### src/rtl/codec_bridge_pkg.sv
package codec_bridge_pkg;

    localparam int REG_W     = 8;
    localparam int IADDR_W   = 7;
    localparam int NUM_REGS  = 36;
    localparam int HOLE_A    = 5;
    localparam int HOLE_B    = 28;
    localparam int RO_ADDR   = 0;
    localparam int CMD_OFF   = 0;
    localparam int DOUT_OFF  = 4;
    localparam int BUSY_BIT  = 16;

    typedef enum logic [1:0] {
        ST_IDLE,
        ST_WR_BUSY,
        ST_RD_SETTLE
    } brg_state_t;

    function automatic logic [REG_W-1:0] reg_default(input int unsigned a);
        case (a)
            1, 2:    reg_default = 8'hC3;
            3:       reg_default = 8'h90;
            4:       reg_default = 8'h98;
            default: reg_default = 8'h00;
        endcase
    endfunction

    function automatic bit reg_is_hole(input int unsigned a);
        reg_is_hole = (a == HOLE_A) || (a == HOLE_B);
    endfunction

    function automatic bit reg_is_writable(input int unsigned a);
        reg_is_writable = !reg_is_hole(a) && (a != RO_ADDR);
    endfunction

endpackage

### src/rtl/bridge_seq.sv
module bridge_seq
    import codec_bridge_pkg::*;
#(
    parameter int WR_LAT = 4,
    parameter int RD_LAT = 3,
    parameter int ADDR_W = 7,
    parameter int DATA_W = 8
) (
    input  logic              clk,
    input  logic              rst_n,
    input  logic              cmd_wr,
    input  logic              cmd_is_write,
    input  logic [ADDR_W-1:0] cmd_addr,
    input  logic [DATA_W-1:0] cmd_data,
    output logic              busy,
    output logic [ADDR_W-1:0] lat_addr,
    output logic [DATA_W-1:0] lat_data,
    output logic              commit_en,
    output logic              load_en
);

    localparam int MAX_LAT = (WR_LAT > RD_LAT) ? WR_LAT : RD_LAT;
    localparam int CNT_W   = $clog2(MAX_LAT + 1);

    brg_state_t       state, state_nx;
    logic [CNT_W-1:0] cnt;
    logic             accept;
    logic             cnt_zero;

    assign accept   = cmd_wr && (state != ST_WR_BUSY);
    assign cnt_zero = (cnt == '0);

    // next state
    always_comb begin
        state_nx = state;
        unique case (state)
            ST_IDLE: begin
                if (accept) state_nx = cmd_is_write ? ST_WR_BUSY : ST_RD_SETTLE;
            end
            ST_WR_BUSY: begin
                if (cnt_zero) state_nx = ST_IDLE;
            end
            ST_RD_SETTLE: begin
                if (accept)        state_nx = cmd_is_write ? ST_WR_BUSY : ST_RD_SETTLE;
                else if (cnt_zero) state_nx = ST_IDLE;
            end
            default: state_nx = ST_IDLE;
        endcase
    end

    // state register
    always_ff @(posedge clk or negedge rst_n) begin
        if (!rst_n) state <= ST_IDLE;
        else        state <= state_nx;
    end

    // command latch and delay counter
    always_ff @(posedge clk or negedge rst_n) begin
        if (!rst_n) begin
            cnt      <= '0;
            lat_addr <= '0;
            lat_data <= '0;
        end else if (accept) begin
            cnt      <= cmd_is_write ? CNT_W'(WR_LAT - 1) : CNT_W'(RD_LAT - 1);
            lat_addr <= cmd_addr;
            lat_data <= cmd_data;
        end else if (!cnt_zero) begin
            cnt <= cnt - 1'b1;
        end
    end

    // outputs
    always_comb begin
        busy      = 1'b0;
        commit_en = 1'b0;
        load_en   = 1'b0;
        unique case (state)
            ST_IDLE:      ;
            ST_WR_BUSY: begin
                busy      = 1'b1;
                commit_en = cnt_zero;
            end
            ST_RD_SETTLE: load_en = cnt_zero;
            default:      ;
        endcase
    end

    // a command arriving while busy leaves the latched command untouched
    a_r4_busy_drops_cmd: assert property (@(posedge clk) disable iff (!rst_n)
        (busy && cmd_wr) |=> ($stable(lat_addr) && $stable(lat_data)));

    // busy ends on the edge that commits the byte
    a_r3_commit_ends_busy: assert property (@(posedge clk) disable iff (!rst_n)
        commit_en |=> !busy);

    // busy is entered only from a write command
    a_r3_busy_from_cmd: assert property (@(posedge clk) disable iff (!rst_n)
        $rose(busy) |-> $past(cmd_wr && cmd_is_write));

    // a read load never overlaps a write in progress
    a_r5_load_not_busy: assert property (@(posedge clk) disable iff (!rst_n)
        load_en |-> !busy);

endmodule

### src/rtl/codec_regfile.sv
module codec_regfile
    import codec_bridge_pkg::*;
#(
    parameter int N_REGS = 36,
    parameter int ADDR_W = 7,
    parameter int DATA_W = 8
) (
    input  logic              clk,
    input  logic              rst_n,
    input  logic              wr_en,
    input  logic [ADDR_W-1:0] wr_addr,
    input  logic [DATA_W-1:0] wr_data,
    input  logic [ADDR_W-1:0] rd_addr,
    output logic [DATA_W-1:0] rd_data
);

    logic [DATA_W-1:0] ent [N_REGS];

    for (genvar g = 0; g < N_REGS; g++) begin : g_ent
        if (reg_is_hole(g)) begin : g_hole
            assign ent[g] = '0;
        end else if (!reg_is_writable(g)) begin : g_ro
            assign ent[g] = DATA_W'(reg_default(g));
        end else begin : g_rw
            logic [DATA_W-1:0] q;
            always_ff @(posedge clk or negedge rst_n) begin
                if (!rst_n)                                q <= DATA_W'(reg_default(g));
                else if (wr_en && wr_addr == ADDR_W'(g))   q <= wr_data;
            end
            assign ent[g] = q;
        end
    end

    always_comb begin
        rd_data = '0;
        for (int i = 0; i < N_REGS; i++) begin
            if (rd_addr == ADDR_W'(i)) rd_data = ent[i];
        end
    end

    // holes and out-of-range addresses read as zero
    a_r9_hole_reads_zero: assert property (@(posedge clk) disable iff (!rst_n)
        (rd_addr == ADDR_W'(HOLE_A) || rd_addr == ADDR_W'(HOLE_B) ||
         rd_addr >= ADDR_W'(N_REGS)) |-> (rd_data == '0));

    // the read-only status byte never moves off its reset value
    a_r8_status_fixed: assert property (@(posedge clk) disable iff (!rst_n)
        (rd_addr == ADDR_W'(RO_ADDR)) |-> (rd_data == DATA_W'(reg_default(RO_ADDR))));

endmodule

### src/rtl/codec_reg_bridge.sv
module codec_reg_bridge
    import codec_bridge_pkg::*;
#(
    parameter int OFF_W  = 4,
    parameter int WR_LAT = 4,
    parameter int RD_LAT = 3
) (
    input  logic             clk,
    input  logic             rst_n,
    input  logic             host_wr,
    input  logic [OFF_W-1:0] host_addr,
    input  logic [31:0]      host_wdata,
    output logic [31:0]      host_rdata,
    input  logic             codec_irq
);

    logic               cmd_wr;
    logic               busy, commit_en, load_en;
    logic [IADDR_W-1:0] lat_addr;
    logic [REG_W-1:0]   lat_data;
    logic [REG_W-1:0]   rf_rd_data;
    logic [REG_W-1:0]   dout_q;

    assign cmd_wr = host_wr && (host_addr == OFF_W'(CMD_OFF));

    bridge_seq #(
        .WR_LAT (WR_LAT),
        .RD_LAT (RD_LAT),
        .ADDR_W (IADDR_W),
        .DATA_W (REG_W)
    ) u_seq (
        .clk          (clk),
        .rst_n        (rst_n),
        .cmd_wr       (cmd_wr),
        .cmd_is_write (host_wdata[BUSY_BIT]),
        .cmd_addr     (host_wdata[8 +: IADDR_W]),
        .cmd_data     (host_wdata[REG_W-1:0]),
        .busy         (busy),
        .lat_addr     (lat_addr),
        .lat_data     (lat_data),
        .commit_en    (commit_en),
        .load_en      (load_en)
    );

    codec_regfile #(
        .N_REGS (NUM_REGS),
        .ADDR_W (IADDR_W),
        .DATA_W (REG_W)
    ) u_rf (
        .clk     (clk),
        .rst_n   (rst_n),
        .wr_en   (commit_en),
        .wr_addr (lat_addr),
        .wr_data (lat_data),
        .rd_addr (lat_addr),
        .rd_data (rf_rd_data)
    );

    always_ff @(posedge clk or negedge rst_n) begin
        if (!rst_n)       dout_q <= '0;
        else if (load_en) dout_q <= rf_rd_data;
    end

    always_comb begin
        host_rdata = '0;
        if (host_addr == OFF_W'(CMD_OFF)) begin
            host_rdata[BUSY_BIT]          = busy;
            host_rdata[8 +: IADDR_W]      = lat_addr;
            host_rdata[REG_W-1:0]         = lat_data;
        end else if (host_addr == OFF_W'(DOUT_OFF)) begin
            host_rdata[8]                 = codec_irq;
            host_rdata[REG_W-1:0]         = dout_q;
        end
    end

    // data-out holds between loads
    a_r5_dout_hold: assert property (@(posedge clk) disable iff (!rst_n)
        !load_en |=> $stable(dout_q));

    // writes to other offsets never start a command
    a_r10_other_off: assert property (@(posedge clk) disable iff (!rst_n)
        (host_wr && host_addr != OFF_W'(CMD_OFF) && !busy && !load_en)
            |=> ($stable(lat_addr) && $stable(dout_q)));

endmodule

### config.mk
export PLATFORM = sky130hd
export DESIGN_NAME = codec_reg_bridge
export DESIGN_NICKNAME = d
export VERILOG_FILES = /design/src/rtl/codec_bridge_pkg.sv /design/src/rtl/bridge_seq.sv /design/src/rtl/codec_regfile.sv /design/src/rtl/codec_reg_bridge.sv
export SDC_FILE = /design/constraint.sdc
export NUM_CORES = 1
export LEC_CHECK = 0
export ABC_AREA = 1
export ABC_CLOCK_PERIOD_IN_PS = 3700
export BUFFER_PORTS_ARGS = -buffer_cell sky130_fd_sc_hd__buf_2
export CORE_ASPECT_RATIO = 0.6
export CORE_UTILIZATION = 50
export CTS_CLUSTER_SIZE = 12
export DETAILED_ROUTE_END_ITERATION = 7
export PLACE_DENSITY = 0.74
export REMOVE_ABC_BUFFERS = 1
export SLEW_MARGIN = 15
export SYNTH_ARGS = -nofsm -noshare
export SYNTH_HDL_FRONTEND = slang
export SYNTH_HIERARCHICAL = 1
export SYNTH_SLANG_ARGS = --single-unit
### constraint.sdc
create_clock -name clk -period 3.7 [get_ports clk]
set_input_delay 0.185 -clock clk [delete_from_list [all_inputs] [get_ports clk]]
set_output_delay 0.185 -clock clk [all_outputs]
set_load 0.01 [all_outputs]
## After elaboration in Yosys (flattened, before gate mapping)

Index checks and enable logic that the tools add are counted.

| word-level totals | value |
|---|---|
| register bits | 292 |
| bits of input ports | 40 |
| word-level logic and storage cells | 168 |

| cells by class | value |
|---|---|
| $add $sub $neg | 1 |
| eq/ne operators | 41 |
| multiplexer cells | 50 |
| reductions and logical operators | 38 |

Operators by type and width:

| kind | count |
|---|---|
| 8-bit two-way mux | 35 |
| 7-bit by 5-bit equality test with 1-bit output, second input constant | 16 |
| 7-bit by 4-bit equality test with 1-bit output, second input constant | 8 |
| 1-bit logical AND | 35 |
| 7-bit by 3-bit equality test with 1-bit output, second input constant | 4 |
| 7-bit by 6-bit equality test with 1-bit output, second input constant | 4 |
| 9-bit two-way mux | 2 |
| 7-bit by 2-bit equality test with 1-bit output, second input constant | 2 |
| 2-bit two-way mux | 4 |
| 7-bit by 1-bit equality test with 1-bit output, second input constant | 1 |
| 3-bit two-way mux | 2 |
| 6-bit two-way mux | 1 |
| 2-bit by 1-bit != test with 1-bit output, second input constant | 3 |
| 2-bit case mux with 3 select lines | 1 |
| 1-bit two-way mux | 5 |
| 4-bit by 3-bit equality test with 1-bit output, second input constant | 1 |
| 4-bit zero test | 1 |
| 3-bit zero test | 1 |
| 3-bit by 1-bit subtractor with 3-bit output, second input constant | 1 |
| 2-bit by 1-bit equality test with 1-bit output, second input constant | 1 |
| 2-bit equality test, second input constant | 1 |
| 2-bit zero test | 1 |

## Depth between registers and ports, before layout

Gate-level depths: netlist of the first run.

| logic depth | value |
|---|---|
| depth after elaboration | 36 |
| gate-level depth with buffers | 34 |

## By module

The synthesis of the first run kept the hierarchy.

Modules (own cells, without submodules):

| module | instances | cells an instance | area an instance (um^2) |
|---|---|---|---|
| codec_regfile | 1 | 1525 | 12129.1 |
| bridge_seq | 1 | 107 | 913.4 |
| codec_reg_bridge | 1 | 99 | 663.1 |

## Least setup slack after synthesis of the first run

No wires, ideal clock.

| timing | value |
|---|---|
| kind | reg2reg |
| from | register u_seq.lat_addr[6] |
| to | register dout_q[4] |
| library setup time | 143 ps |
| arrival time | 2451 ps |
| data required time | 3557 ps |
| setup slack | 1106 ps |
| cell stages (with the launch flop) | 31 |
| buffers on the path | 1 |
| clock period less this slack | 2594 ps |
| cells stage by stage | dfrtp_1 nor2_2 nand2_4 buf_6 inv_4 nand2_4 or2_0 o21ai_1 nand4_1 nor2_1 nand4_1 nor2_1 nand3_1 nand2_1 nand2_1 nand2_1 nand2_1 nand2_1 nand2_1 nand2_1 nand2_1 nand2_1 nand2_1 nand2_1 nand2_1 nand2_1 nand4_1 nor2_1 nand4_1 nand2_1 o21ai_0 |

| between the ends | value |
|---|---|
| cells in the longest elaborated chain, start to end | 36 |
| elaborated cells on any way between the ends | 70 |

RTL lines:

| element | line | text |
|---|---|---|
| start: declaration | bridge_seq.sv:16 | `output logic [ADDR_W-1:0] lat_addr,` |
| start signal: assignment | bridge_seq.sv:65 | `lat_addr <= cmd_addr;` |
| 7-bit by 1-bit equality test with 1-bit output | codec_regfile.sv:37 | `if (rd_addr == ADDR_W'(i)) rd_data = ent[i];` |
| 8-bit two-way mux (34 in series) | codec_regfile.sv:37 |  |
| 8-bit two-way mux * | codec_regfile.sv:37 |  |
| named net rf_rd_data[4] | codec_reg_bridge.sv:21 | `logic [REG_W-1:0] rf_rd_data;` |
| end signal: assignment | codec_reg_bridge.sv:61 | `else if (load_en) dout_q <= rf_rd_data;` |
| end: declaration | codec_reg_bridge.sv:22 | `logic [REG_W-1:0] dout_q;` |

The timed path passes the listed nets; every way through them passes the cells marked *.
A chain may end at the register's enable or synchronous reset.

## Worst setup path in the final report of the first run

| timing | value |
|---|---|
| from | register u_seq.lat_addr[0] |
| to | register dout_q[6] |

Same word-level chain as after synthesis.

==> results_tabular.tex, run 1 <==
\begin{tabular}{lr}
\hline
Metric & Value \\
\hline
\multicolumn{2}{l}{\textbf{STA}} \\
Worst relative slew slack & 0.173 \\
Max Clock Freq & slightly below 0.3 GHz \\
RSZ-0062 raised after global routing & false \\
Max Slew Vio Count & 0 \\
Final hold vios & 0 \\
Crit share post-route & 0.935 \\
Crit path time final & between 3000 and 4000 ps \\
Setup-failing EPs final & 0 \\
Hold slack & $\sim$220 ps \\
Worst clock skew on the final layout & between 10 and 15 ps \\
Setup TNS after final layout & 0 ps \\
Least-Margin Pin Slew & about 1200 ps \\
\multicolumn{2}{l}{\textbf{GRT}} \\
Antenna violations before repair & 0 \\
Largest net degree at the start of global routing & 95 \\
All-layer global routing usage & 0.272 \\
Final global-route overflow total & 0 \\
Global-route wire length before repair & 59.2 mm \\
Via count of the first global-routing pass & around 10000 \\
\multicolumn{2}{l}{\textbf{CTS}} \\
Buffer type at the clock tree root & sky130\_fd\_sc\_hd\_\_clkbuf\_16 \\
Clock buffer count from CTS & 28 \\
Insertion delay of the later-clocked pin in the worst-skew pair & approximately 550 ps \\
CTS clk-pin slew, worst paths & approximately 60 ps \\
Number of sinks handled by clock tree synthesis & a little under 300 \\
CTS HTree Levels & 1 \\
Buffer levels on the longest clock path & 3 \\
TritonCTS clock tree & yes \\
\multicolumn{2}{l}{\textbf{Yosys}} \\
Leading cell types by total area after synthesis & sky130\_fd\_sc\_hd\_\_dfrtp\_1 51\%, sky130\_fd\_sc\_hd\_\_nand2\_1 16\%, sky130\_fd\_sc\_hd\_\_o21ai\_0 9.7\% \\
Largest area contributor in the synthesized netlist & sky130\_fd\_sc\_hd\_\_dfrtp\_1 \\
Warnings from Yosys & 6 \\
Flop and latch count out of synthesis & 292 \\
Cell count after synthesis & 1731 \\
Share of Yosys cell area claimed by the top area cell type & 0.509 \\
Average size of a mapped cell & between 7 and 8 um2 \\
Cell variety after synth & 34 \\
Part of the Yosys area used for sequential elements & 0.534 \\
Total standard cell area after synthesis & roughly 14000 um2 \\
\multicolumn{2}{l}{\textbf{Die}} \\
Top Ports & between 70 and 80 \\
Initial core utilization & 0.514 \\
Number of placement rows & 46 \\
Vertical die dimension & $\sim$130 um \\
Floorplan Core Area & 26600 um2 \\
Die area & about 28000 um2 \\
Overall die width & 216 um \\
\multicolumn{2}{l}{\textbf{Worst setup path}} \\
Data arrival time of the critical path & 3880 ps \\
Crit-path max FO & 8 \\
Setup Crit Path Kind & flip-flop to flip-flop \\
Sort of element at the start of the critical path & flip-flop \\
Worst Setup End Kind & flip-flop \\
Critical Path RT & 4130 ps \\
\multicolumn{2}{l}{\textbf{Power and ir drop}} \\
Leakage power summed over all cells & just over 0.007 uW \\
Maximum vdd ir drop & 0.000392 V \\
Power per standard cell area & 516 nW/um2 \\
\multicolumn{2}{l}{\textbf{Job}} \\
Maximum capacitance violations & 0 \\
\multicolumn{2}{l}{\textbf{Layout}} \\
Number of diodes & 0 \\
Most frequent cells in the layout & 586 x sky130\_fd\_sc\_hd\_\_nand2\_1, 274 x sky130\_fd\_sc\_hd\_\_dfrtp\_1, 265 x sky130\_fd\_sc\_hd\_\_o21ai\_0 \\
Synth-to-layout area growth & 11.9\% \\
Number of inserted filler cells in the final layout & $\sim$2400 \\
Combined area of the multi-input logic cells & 5490 um2 \\
Sequential Area & 7330 um2 \\
Share of post-route cells with drive strength above 1 & 0.114 \\
Most common library cell in the layout ignoring fill and taps & sky130\_fd\_sc\_hd\_\_nand2\_1 \\
NumNets Final & approximately 1800 \\
\multicolumn{2}{l}{\textbf{Run status}} \\
Result of the run & completed \\
\multicolumn{2}{l}{\textbf{Placed design}} \\
Detailed Place HPWL & about 25 mm \\
Last weighted congestion value of the routability-driven placer & 0.972 \\
\# port buffers & 39 \\
\multicolumn{2}{l}{\textbf{Detailed routing}} \\
Antenna-violating nets left & 0 \\
Vias per cell & 5.47 \\
First drt pass iteration count & 6 \\
DRC marker count from the first detailed-route iteration & around 1300 \\
Drc violations & 0 \\
Routed wire length & around 37 mm \\
Final routed wire length divided by cell count & between 15 and 20 um \\
Total via count in the routed design & between 10000 and 15000 \\
\multicolumn{2}{l}{\textbf{Hold path}} \\
Type of the most critical hold path & input port to flip-flop \\
\hline
\end{tabular}
## worst max-delay path: stages, from the launching register on
cell	delay, ps
sky130_fd_sc_hd__dfrtp_2	460
sky130_fd_sc_hd__buf_4	190
sky130_fd_sc_hd__inv_2	60
sky130_fd_sc_hd__nor2_2	40
sky130_fd_sc_hd__nand2_2	120
sky130_fd_sc_hd__nor2_4	80
sky130_fd_sc_hd__nand2_1	60
sky130_fd_sc_hd__nand2_1	50
sky130_fd_sc_hd__a21oi_1	190
sky130_fd_sc_hd__nand4_1	170
sky130_fd_sc_hd__a21oi_2	170
sky130_fd_sc_hd__nand4_1	160
sky130_fd_sc_hd__nor2_1	120
sky130_fd_sc_hd__nand4_1	90
sky130_fd_sc_hd__a21oi_1	200
sky130_fd_sc_hd__nand4_1	140
sky130_fd_sc_hd__nand2_1	90
sky130_fd_sc_hd__nand4_1	90
sky130_fd_sc_hd__nand2_1	110
sky130_fd_sc_hd__nand3_1	110
sky130_fd_sc_hd__nand2_1	110
sky130_fd_sc_hd__nand4_1	100
sky130_fd_sc_hd__nor2_1	150
sky130_fd_sc_hd__nand4_1	120
sky130_fd_sc_hd__nand2_1	80
sky130_fd_sc_hd__o21ai_0	70
## registers in the layout, indices dropped and copies added, names as in the netlist
register and count:
u_seq/cnt 3, u_seq/state 2, u_seq/lat_addr 7, u_seq/lat_data 8, u_rf/g_ent.g_rw.q 264, dout_q 8
## repair_timing
action                                 4_1_cts  5_1_grt
resized for setup                            0       28
hold buffers                                17        0
endpoints found under the hold margin      107        0
buffers inserted                             0        7
setup endpoints to repair                    0        7
## kinds of logic after synthesis
| family | share of synthesized area |
|---|---|
| and+or+nand+nor | 0.264 |
| AOI/OAI and AO/OA | 0.116 |
| DFF | 0.534 |
| buffers and inverters | 0.0752 |
| muxes | 0.00876 |
| adders and majority gates | 0.00183 |
| other | 0.000274 |
## cells in the mapped netlist, drive strengths merged
library cell	number
nand3	51
clkbuf	59
a21oi	42
o211ai	1
o21ai	268
nor3b	1
ha	2
mux2i	12
conb	1
o22ai	3
nand2	595
nor4	2
or2	38
clkinv	1
nor2	123
dfstp	13
o2111ai	1
nor4b	1
buf	25
dfrtp	279
nand4	45
nor3	5
inv	163
## metal layers
metal / GRT usage / wire, um
met2: 0.375 / 14600
met4: 0.0513 / 725
met5: 0 / 0
met3: 0.0571 / 3650
met1: 0.436 / 18400
## through the flow
stage / setup WS [ps] / total power, uW / std cells / utilization / area (um2)
floorplan: 408 / 4440 / 1662 / - / 13300
global placement: 219 / 5160 / 2088 / 0.534 / 14200
detailed placement: 171 / 5190 / 2088 / 0.534 / 14200
CTS: 138 / 7820 / 2148 / 0.570 / 15200
global route: 0.929 / 8280 / 2155 / 0.575 / 15300
finish: 242 / 7910 / 2155 / 0.575 / 15300
## path summary, 6_finish.rpt
kind / slack, ps / startpoint / depth (start not counted) / to
max reg2reg: 240 / u_seq/lat_addr[0] / 25 / dout_q[6]
max in group asynchronous: 2380 / rst_n / 3 / u_rf/g_ent[32].g_rw.q[7]
max: 240 / u_seq/lat_addr[0] / 25 / dout_q[6]
min: 220 / host_wr / 6 / u_seq/lat_addr[5]
min in group asynchronous: 250 / rst_n / 2 / u_rf/g_ent[13].g_rw.q[4]
min reg2reg: 480 / u_rf/g_ent[32].g_rw.q[0] / 2 / u_rf/g_ent[32].g_rw.q[0]
## layout make-up
class,count,share of cell area
sequential,292,0.478
timing repair buffer,90,0.0428
clock inverter,1,0.000326
clock buffer,42,0.0512
tap,360,0.0294
inverter,164,0.0403
multi-input combinational,1206,0.358
## where the power goes
part / total, uW / internal, uW / switching (uW)
clock network: 2610 / 1440 / 1170
registers: 3610 / 3360 / 253
logic: 1680 / 420 / 1260
total: 7910 / 5220 / 2690
Power figures use the tool's default switching activity.
==> run 2, diff against run 1 <==
--- a/config.mk
+++ b/config.mk
@@ -9,10 +9,11 @@
 export ABC_CLOCK_PERIOD_IN_PS = 3700
 export BUFFER_PORTS_ARGS = -buffer_cell sky130_fd_sc_hd__buf_2
 export CORE_ASPECT_RATIO = 0.6
-export CORE_UTILIZATION = 50
+export CORE_MARGIN = 4
+export CORE_UTILIZATION = 45
 export CTS_CLUSTER_SIZE = 12
 export DETAILED_ROUTE_END_ITERATION = 7
-export PLACE_DENSITY = 0.74
+export PLACE_DENSITY = 0.69
 export REMOVE_ABC_BUFFERS = 1
 export SLEW_MARGIN = 15
 export SYNTH_ARGS = -nofsm -noshare
==> run 2 against run 1 <==
Effect of this change:
- power up 0.42%
- register-to-register slack worse by 120 ps
- largest cell class unchanged
- critical endpoint is now dout_q[3]
- critical path type unchanged
- clock power is essentially flat
==> results_tabular.tex, run 2 (synthesis results as in run 1) <==
\begin{tabular}{lr}
\hline
Metric & Value \\
\hline
\multicolumn{2}{l}{\textbf{Worst setup path}} \\
Setup Crit Path Kind & flip-flop to flip-flop \\
Worst Setup End Kind & flip-flop \\
Depth of the worst register-to-register path & 23 \\
Critical Path RT & just over 4000 ps \\
Data arrival time of the critical path & around 4000 ps \\
Sort of element at the start of the critical path & flip-flop \\
Setup slack on the worst flop-to-flop path & about 120 ps \\
Crit-path max FO & 12 \\
Beginning of the worst register-to-register path & u\_seq/lat\_addr[0] \\
Capturing point of the worst reg2reg path & dout\_q[3] \\
\multicolumn{2}{l}{\textbf{Detailed routing}} \\
Antenna-violating nets left & 0 \\
Metal-1 WL & $\sim$19 mm \\
First drt pass iteration count & 5 \\
Met3 WL & roughly 3.7 mm \\
Uppermost layer routed & met4 \\
Routed wire length & roughly 37 mm \\
Total via count in the routed design & 11500 \\
Final routed wire length divided by cell count & $\sim$17 um \\
Drc violations & 0 \\
Routed wl met2 & approximately 14 mm \\
Vias per cell & approximately 5.2 \\
DRC marker count from the first detailed-route iteration & roughly 1200 \\
\multicolumn{2}{l}{\textbf{STA}} \\
Worst relative slew slack & 0.212 \\
Post-layout worst setup margin & between 100 and 150 ps \\
Least-Margin Pin Slew & 1180 ps \\
Worst clock skew on the final layout & 16.6 ps \\
Max Slew Vio Count & 0 \\
Crit path time final & between 3000 and 4000 ps \\
Setup-failing EPs final & 0 \\
Max Clock Freq & 0.279 GHz \\
Final hold vios & 0 \\
Crit share post-route & 0.967 \\
\multicolumn{2}{l}{\textbf{Power and ir drop}} \\
Power share of the combinational group & 0.217 \\
Leakage power summed over all cells & approximately 0.0073 uW \\
Power per standard cell area & around 500 nW/um2 \\
Portion of total power attributed to sequential cells & 0.452 \\
Internal power summed over all cells & 5230 uW \\
Maximum vdd ir drop & between 0.0003 and 0.0004 V \\
Net switching fraction of the power & 0.341 \\
Clock network fraction of design power & 0.332 \\
Net Switching & between 2000 and 3000 uW \\
\multicolumn{2}{l}{\textbf{Die}} \\
Number of placement rows & between 40 and 50 \\
Top Ports & 72 \\
Overall die width & around 230 um \\
Floorplan Core Area & 30000 um2 \\
Initial core utilization & 0.457 \\
Die area & 33400 um2 \\
Vertical die dimension & roughly 140 um \\
\multicolumn{2}{l}{\textbf{Layout}} \\
NumNets Final & between 1500 and 2000 \\
Largest reg by FF count & u\_rf/g\_ent.g\_rw.q \\
Synth-to-layout area growth & 12.7\% \\
Largest register FFs & around 260 \\
Most common library cell in the layout ignoring fill and taps & sky130\_fd\_sc\_hd\_\_nand2\_1 \\
Cell area after layout & $\sim$15000 um2 \\
Filler-free cell count of the finished design & 2210 \\
Share of post-route cells with drive strength above 1 & 0.115 \\
Top Registers & u\_rf/g\_ent.g\_rw.q (264), dout\_q (8), u\_seq/lat\_data (8) \\
Number of diodes & 0 \\
Most frequent cells in the layout & 585 x sky130\_fd\_sc\_hd\_\_nand2\_1, 276 x sky130\_fd\_sc\_hd\_\_dfrtp\_1, 266 x sky130\_fd\_sc\_hd\_\_o21ai\_0 \\
\multicolumn{2}{l}{\textbf{Run status}} \\
Result of the run & completed \\
\multicolumn{2}{l}{\textbf{Hold path}} \\
Number of cells on the worst hold path & 6 \\
Critical hold path startpoint & host\_wr \\
Hold path endpoint & u\_seq/lat\_addr[0] \\
Type of the most critical hold path & input port to flip-flop \\
\multicolumn{2}{l}{\textbf{GRT}} \\
All-layer global routing usage & 0.228 \\
Antenna violations before repair & 0 \\
Final global-route overflow total & 0 \\
Global-route wire length before repair & 60.0 mm \\
Largest net degree at the start of global routing & between 90 and 100 \\
Via count of the first global-routing pass & around 11000 \\
\multicolumn{2}{l}{\textbf{Placed design}} \\
Last weighted congestion value of the routability-driven placer & slightly below 1 \\
Number of placed instances, taps included & 2146 \\
Instance area after placement & $\sim$14000 um2 \\
Pre-CTS setup slack & 226 ps \\
Detailed Place HPWL & 25.5 mm \\
\# port buffers & 39 \\
\multicolumn{2}{l}{\textbf{CTS}} \\
Number of sinks handled by clock tree synthesis & 292 \\
CTS HTree Levels & 1 \\
Buffer levels on the longest clock path & 3 \\
TritonCTS clock tree & yes \\
Insertion delay of the later-clocked pin in the worst-skew pair & roughly 560 ps \\
Buffer type at the clock tree root & sky130\_fd\_sc\_hd\_\_clkbuf\_16 \\
Clock buffer count from CTS & 28 \\
CTS clk-pin slew, worst paths & 60 ps \\
\multicolumn{2}{l}{\textbf{Job}} \\
Maximum capacitance violations & 0 \\
\hline
\end{tabular}
==> run 2: area by class of cell <==
cell class              count  area [um2]
clock buffers              42         785
fillers                  2795       14500
repair buffers             97         708
multi-input cells        1206        5490
flip-flops and latches    292        7330
clock inverters             1        5.00
well taps                 408         510
inverters                 164         618
==> run 2: power by group through the flow <==
stage | clock network (uW) | logic, uW | registers [uW]
6_report | 2630 | 1720 | 3590
5_1_grt | 2810 | 1910 | 3600
4_1_cts | 2680 | 1630 | 3580
3_5_place_dp | 0 | 1620 | 3630
3_3_place_gp | 0 | 1590 | 3620
2_1_floorplan | 0 | 902 | 3540
==> run 2: stage by stage <==
step           power [uW]   util  hold slack (ps)  TNS [ps]
2_1_floorplan        4440      -             -111         0
3_3_place_gp         5210  0.479              269         0
3_5_place_dp         5250  0.479              274         0
4_1_cts              7890  0.511              156         0
5_1_grt              8330  0.515              220    -0.952
6_report             7940  0.515              191         0
==> run 2: worst max-delay path by stage <==
| stage | startpoint | endpoint | slack [ps] | cells after the start |
|---|---|---|---|---|
| finish | u_seq/lat_addr[0] | dout_q[3] | 120 | 23 |
| global route | u_seq/lat_addr[0] | dout_q[3] | -1 | 23 |
| CTS | u_seq/lat_addr[0] | dout_q[7] | 210 | 27 |
| detailed placement | u_seq/lat_addr[2] | dout_q[4] | 230 | 28 |
| global placement | u_seq/lat_addr[0] | dout_q[7] | 240 | 27 |
| floorplan | u_seq/cnt[0] | u_rf/g_ent[7].g_rw.q[3] | 410 | 10 |
==> run 2: repair_timing <==
item | CTS | global route
hold endpoints to repair | 108 | 0
resized for setup | 0 | 23
setup buffers | 0 | 4
hold buffers | 17 | 0
setup endpoints to repair | 0 | 8
==> run 2: routing by layer <==
| layer | global-route usage | vias up |
|---|---|---|
| met4 | 0.0302 | 0 |
| met5 | 0 | - |
| met2 | 0.299 | 428 |
| li1 | - | 5574 |
| met3 | 0.0626 | 37 |
| met1 | 0.376 | 5506 |
==> run 2: critical path, cell delays in order, from the launching register on <==
cell and delay (ps):
sky130_fd_sc_hd__dfrtp_2 450, sky130_fd_sc_hd__nor2_2 130, sky130_fd_sc_hd__inv_1 110, sky130_fd_sc_hd__nor2_4 180, sky130_fd_sc_hd__nand2_4 70, sky130_fd_sc_hd__buf_4 170
sky130_fd_sc_hd__o21ai_0 230, sky130_fd_sc_hd__nand2_1 80, sky130_fd_sc_hd__o21ai_0 170, sky130_fd_sc_hd__nand4_1 240, sky130_fd_sc_hd__a21oi_2 210, sky130_fd_sc_hd__nand4_1 100
sky130_fd_sc_hd__nor2_1 150, sky130_fd_sc_hd__nand4_1 110, sky130_fd_sc_hd__nand2_1 70, sky130_fd_sc_hd__nand4_1 150, sky130_fd_sc_hd__nand2_1 130, sky130_fd_sc_hd__nand4_1 110
sky130_fd_sc_hd__nand2_1 110, sky130_fd_sc_hd__nand4_1 100, sky130_fd_sc_hd__nand2_1 110, sky130_fd_sc_hd__nand4_1 110, sky130_fd_sc_hd__nand2_1 80, sky130_fd_sc_hd__o21ai_0 70
